===== src/rtl/swallow_div_pkg.sv =====
package swallow_div_pkg;
  // A setting is usable when the swallow phase ends before the program count
  function automatic bit cfg_ok(input int unsigned p, input int unsigned s);
    return (p >= 2) && (s < p);
  endfunction

  // Fast input clocks in one output period
  function automatic int unsigned total_ratio(input int unsigned n,
                                              input int unsigned p,
                                              input int unsigned s);
    return n * p + s;
  endfunction
endpackage


===== src/rtl/swallow_cfg_gate.sv =====
module swallow_cfg_gate
  import swallow_div_pkg::*;
#(
  parameter int CNT_W = 6,
  parameter int DEF_P = 4,
  parameter int DEF_S = 1
) (
  input  logic             clk,
  input  logic             rst_n,
  input  logic             reload,
  input  logic [CNT_W-1:0] p_in,
  input  logic [CNT_W-1:0] s_in,
  output logic [CNT_W-1:0] p_sel,
  output logic [CNT_W-1:0] s_sel,
  output logic             err
);
  logic [CNT_W-1:0] p_hold;
  logic [CNT_W-1:0] s_hold;
  logic             in_ok;

  assign in_ok = cfg_ok(int'(p_in), int'(s_in));
  assign p_sel = in_ok ? p_in : p_hold;
  assign s_sel = in_ok ? s_in : s_hold;

  always_ff @(posedge clk or negedge rst_n) begin
    if (!rst_n) begin
      p_hold <= CNT_W'(DEF_P);
      s_hold <= CNT_W'(DEF_S);
      err    <= 1'b0;
    end else if (reload) begin
      p_hold <= p_sel;
      s_hold <= s_sel;
      err    <= !in_ok;
    end
  end

  // A refused setting leaves the held values untouched
  assert_hold_on_reject_R8: assert property (@(posedge clk) disable iff (!rst_n)
    (reload && !in_ok) |=> ($stable(p_hold) && $stable(s_hold)));

  // The held setting is always a usable one
  assert_hold_legal_R9: assert property (@(posedge clk) disable iff (!rst_n)
    (p_hold >= CNT_W'(2)) && (s_hold < p_hold));
endmodule


===== src/rtl/swallow_down_counter.sv =====
module swallow_down_counter #(
  parameter int W       = 6,
  parameter int RST_VAL = 0
) (
  input  logic         clk,
  input  logic         rst_n,
  input  logic         load,
  input  logic [W-1:0] load_val,
  output logic [W-1:0] cnt,
  output logic         zero
);
  always_ff @(posedge clk or negedge rst_n) begin
    if (!rst_n)              cnt <= W'(RST_VAL);
    else if (load)           cnt <= load_val;
    else if (cnt != '0)      cnt <= cnt - W'(1);
  end

  assign zero = (cnt == '0);

  // Without a load the count steps down by one each cycle
  assert_step_down_R2: assert property (@(posedge clk) disable iff (!rst_n)
    (!load && !zero) |=> (cnt == $past(cnt) - W'(1)));

  // Without a load a count at zero stays at zero
  assert_rest_zero_R3: assert property (@(posedge clk) disable iff (!rst_n)
    (!load && zero) |=> zero);
endmodule


===== src/rtl/swallow_divider.sv =====
module swallow_divider
  import swallow_div_pkg::*;
#(
  parameter int CNT_W = 6,
  parameter int DEF_P = 4,
  parameter int DEF_S = 1
) (
  input  logic             clk,
  input  logic             rst_n,
  input  logic [CNT_W-1:0] prog_p,
  input  logic [CNT_W-1:0] swal_s,
  output logic             mod_hi,
  output logic             div_pulse,
  output logic             cfg_err
);
  localparam int P_RST = DEF_P - 1;

  logic [CNT_W-1:0] p_sel;
  logic [CNT_W-1:0] s_sel;
  logic [CNT_W-1:0] p_cnt;
  logic [CNT_W-1:0] s_cnt;
  logic             p_zero;
  logic             s_zero;
  logic             reload;

  // End of a period: the output pulse is fed back as the shared load
  assign reload    = p_zero;
  assign div_pulse = p_zero;
  assign mod_hi    = !s_zero;

  swallow_cfg_gate #(.CNT_W(CNT_W), .DEF_P(DEF_P), .DEF_S(DEF_S)) u_gate (
    .clk    (clk),
    .rst_n  (rst_n),
    .reload (reload),
    .p_in   (prog_p),
    .s_in   (swal_s),
    .p_sel  (p_sel),
    .s_sel  (s_sel),
    .err    (cfg_err)
  );

  swallow_down_counter #(.W(CNT_W), .RST_VAL(P_RST)) u_prog (
    .clk      (clk),
    .rst_n    (rst_n),
    .load     (reload),
    .load_val (p_sel - CNT_W'(1)),
    .cnt      (p_cnt),
    .zero     (p_zero)
  );

  swallow_down_counter #(.W(CNT_W), .RST_VAL(DEF_S)) u_swal (
    .clk      (clk),
    .rst_n    (rst_n),
    .load     (reload),
    .load_val (s_sel),
    .cnt      (s_cnt),
    .zero     (s_zero)
  );

  // The pulse lasts a single cycle
  assert_single_pulse_R2: assert property (@(posedge clk) disable iff (!rst_n)
    div_pulse |=> !div_pulse);

  // The swallow phase is over before the program count expires
  assert_low_at_pulse_R3: assert property (@(posedge clk) disable iff (!rst_n)
    div_pulse |-> !mod_hi);

  // High modulus can only begin at a reload
  assert_rise_after_reload_R3: assert property (@(posedge clk) disable iff (!rst_n)
    $rose(mod_hi) |-> $past(div_pulse));

  // The error flag changes only at a reload
  assert_err_at_reload_R10: assert property (@(posedge clk) disable iff (!rst_n)
    !div_pulse |=> $stable(cfg_err));

  // The swallow count never exceeds the remaining program count
  assert_swallow_bounded_R9: assert property (@(posedge clk) disable iff (!rst_n)
    s_cnt <= p_cnt + CNT_W'(1));
endmodule


===== config.mk =====
export PLATFORM = sky130hd
export DESIGN_NAME = swallow_divider
export DESIGN_NICKNAME = d
export VERILOG_FILES = /design/src/rtl/swallow_div_pkg.sv /design/src/rtl/swallow_cfg_gate.sv /design/src/rtl/swallow_down_counter.sv /design/src/rtl/swallow_divider.sv
export SDC_FILE = /design/constraint.sdc
export NUM_CORES = 1
export LEC_CHECK = 0
export BUFFER_PORTS_ARGS = -buffer_cell sky130_fd_sc_hd__clkbuf_2
export CORE_MARGIN = 2
export CORE_UTILIZATION = 55
export CTS_CLUSTER_DIAMETER = 200
export DETAILED_ROUTE_END_ITERATION = 12
export PLACE_DENSITY = 0.86
export SYNTH_ARGS = -nofsm -noshare
export SYNTH_HDL_FRONTEND = slang
export SYNTH_SLANG_ARGS = --single-unit

===== constraint.sdc =====
create_clock -name clk -period 2.88 [get_ports clk]
set_input_delay 0.288 -clock clk [delete_from_list [all_inputs] [get_ports clk]]
set_output_delay 0.288 -clock clk [all_outputs]
set_load 0.05 [all_outputs]

==> out/qor.yml <==
worst_setup_path:
  cp-start-kind: "flip-flop"
  worstReg2RegStart: "u_prog.cnt[1]"
  cp_top_family: "simple AND/OR/NAND/NOR gates"
  end_kind: "output port"
  path_max_fanout: 10
  cpPeakStageDelay_ns: 0.59
  path_class: "reg -> out"
  crit_chain: "or3_4, or4_1, inv_1, clkbuf_2"
  critPathSlowestCell: "or4_1"
  worst-path-buf-inv: 2
  path_depth: 4
  cp.arrival_ns: 2.38
  crit_end: "div_pulse"
  reg2reg_depth: 7
  startpoint: "u_prog.cnt[1]"
  required_ns: 2.59
  ff2ff_setup_slack_ns: 0.45
  r2r_end: "u_prog.cnt[4]"
yosys:
  ys_ff_latch: 25
  syn_area_sq_um: 1430
  netlist_instances: 135
  synth_nets: 156
  syn_area_per_cell_sq_um: 10.6
  synth_warnings: 0
  synth.distinct_cells: 35
  yosysSeqAreaShare_pct: 44.2
die:
  fp.dieW_um: 55.0
  pin_count: 17
  rows: 18
  initial_core_util_pct: 57.7
  coreArea_sq_um: 2480
  die_area_sq_um: 3020
  fp.dieH_um: 55.0
sta:
  max_slew_margin_pct: 59.8
  slew_viol_final: 0
  rsz0062_at_grt: "no"
  worstMarginPinSlew_ns: 0.603
  min_period_ns: 2.67
  fmax_mhz: 375
  setup_slack_ns: 0.215
  setup_tns_ns: 0
  finalCritPeriodShare_pct: 92.5
  skew_ns: 0.00439
  setup_viol: 0
  holdWs_ns: 0.216
  hold_viol: 0
clock_network:
  clk_latency_ns: 0.31
  cts_buffer_depth: 2
  htree_levels: 1
  cts_setup_buffers: 0
  cts_root_buf: "clkbuf_4"
  cts-resized-gates: 0
  cts-buffers-inserted: 3
  cts_tree: "done"
  clock-sinks: 25
  cts.clk_slew.worst_paths_ns: 0.13
final_layout:
  layout_common_cells: "dfrtp_1, clkbuf_2, inv_1"
  final_core_util_pct: 64.6
  area_growth_pct: 12.0
  final_nets: 179
  nFillCells: 215
  finalNonFillerCells: 187
  diodes: 0
  final_cell_area_sq_um: 1600
  layout_commonest_cell: "dfrtp_1"
  drive_gt1_share_pct: 26.8
power_and_ir_drop:
  vdd_ir_drop_max_mv: 0.753
  p_leak_nw: 0.762
  power_density_nw_per_um2: 925
  finalPower_mw: 1.48
drt:
  dr.pass1.iters: 4
  drt-total-wl_um: 2750
  vias: 1071
  drc: 0
  drt-initial-drc-count: 19
  ant_nets: 0
  wl_per_cell_um: 14.7
  vias_per_cell: 5.73
placement:
  port_buffers: 16
  place_congestion: 0.804
  dp_slack_ns: 0.200
  dpl.cell_count: 182
  placed_area_sq_um: 1560
  hpwl_um: 2100
grt:
  grt_pass1_vias: 1064
  grt_pass1_wl_um: 4570
  grt_overflow: 0
  antenna_found_initial: 0
  grt_use_total_pct: 21.0
  grt_max_degree: 26
flow_run:
  drv_cap: 0
worst_hold_path:
  worstHoldStart: "prog_p[2]"
  hold_path_class: "in -> reg"
run_status:
  status: "finished clean"
## power breakdown
group	total (mW)	internal [mW]	switching, mW
clock	0.153	0.0541	0.0992
combinational	0.643	0.312	0.332
sequential	0.684	0.557	0.127
total	1.48	0.922	0.558
## worst min path at each step
stage | cells after the start | slack [ns] | to
after global placement | 1 | 0.31 | u_gate.s_hold[1]
after global routing | 2 | 0.21 | u_gate.p_hold[2]
final | 2 | 0.22 | u_gate.p_hold[2]
after floorplan | 0 | -0.008 | u_gate.err
after detailed placement | 1 | 0.33 | u_swal.cnt[2]
after CTS | 2 | 0.22 | u_gate.p_hold[2]
## layer usage
layer,routed length (um),global-route usage (%),share of wire [%]
met5,0,0,0
met2,1370,34.7,50
met1,1230,28.2,45
met3,129,3.49,4.7
met4,18,6.10,0.65
## cell families (layout without fill, tap and decap cells)
logic type	count (synthesis)	count (layout)	share of synthesized area [%]
AO/OA/AOI/OAI	26	26	11.9
XOR/XNOR	8	8	4.90
adder cells (fa/ha/maj)	7	7	6.13
buffers and inverters	18	40	5.08
flip-flops	25	25	44.2
multiplexers	22	22	16.6
AND/OR/NAND/NOR	29	29	11.1
## sequential cells by signal (all words and copies together) (netlist names)
name,count
u_prog.cnt,6
u_gate.err,1
u_swal.cnt,6
u_gate.p_hold,6
u_gate.s_hold,6
## what timing repair did
item,CTS,global route
hold endpoints to repair,20,0
hold buffers,1,0
endpoints found under the setup margin,0,0
## final cells by class
type / instances / area [sq um] / share of cell area, %
Sequential cell: 25 / 632 / 39.5
Inverter: 14 / 52.6 / 3.28
Clock buffer: 4 / 26.3 / 1.64
Timing Repair Buffer: 22 / 128 / 7.97
Multi-Input combinational cell: 92 / 724 / 45.3
Tap cell: 30 / 37.5 / 2.35
## synthesized netlist by cell type
master / instances / area share [%]
ha_1: 7 / 6.1
mux2i_1: 8 / 5.6
nand2b_1: 1 / 0.44
o41ai_1: 1 / 0.61
a31oi_1: 2 / 0.88
mux2_1: 5 / 3.9
or3_4: 1 / 0.79
a211oi_1: 3 / 1.6
dfrtp_1: 20 / 35
nor3_2: 1 / 0.70
nor3b_1: 1 / 0.53
buf_4: 1 / 0.53
o21ai_0: 3 / 1.1
nor2_1: 8 / 2.1
xor2_1: 1 / 0.61
nand3_1: 2 / 0.70
mux2_2: 9 / 7.1
a21o_1: 1 / 0.53
nand2_1: 6 / 1.6
o31ai_1: 2 / 1.1
or3_1: 1 / 0.44
o22ai_1: 3 / 1.3
nor3_1: 3 / 1.1
nor4_1: 1 / 0.44
buf_2: 1 / 0.35
clkbuf_1: 1 / 0.26
o32a_1: 1 / 0.70
xnor2_1: 7 / 4.3
and3_4: 1 / 0.79
o2111ai_2: 1 / 1.1
inv_1: 14 / 3.7
a21oi_1: 9 / 3.2
buf_1: 1 / 0.26
or4_1: 3 / 1.6
dfstp_2: 5 / 9.2
Power figures use the tool's default switching activity.
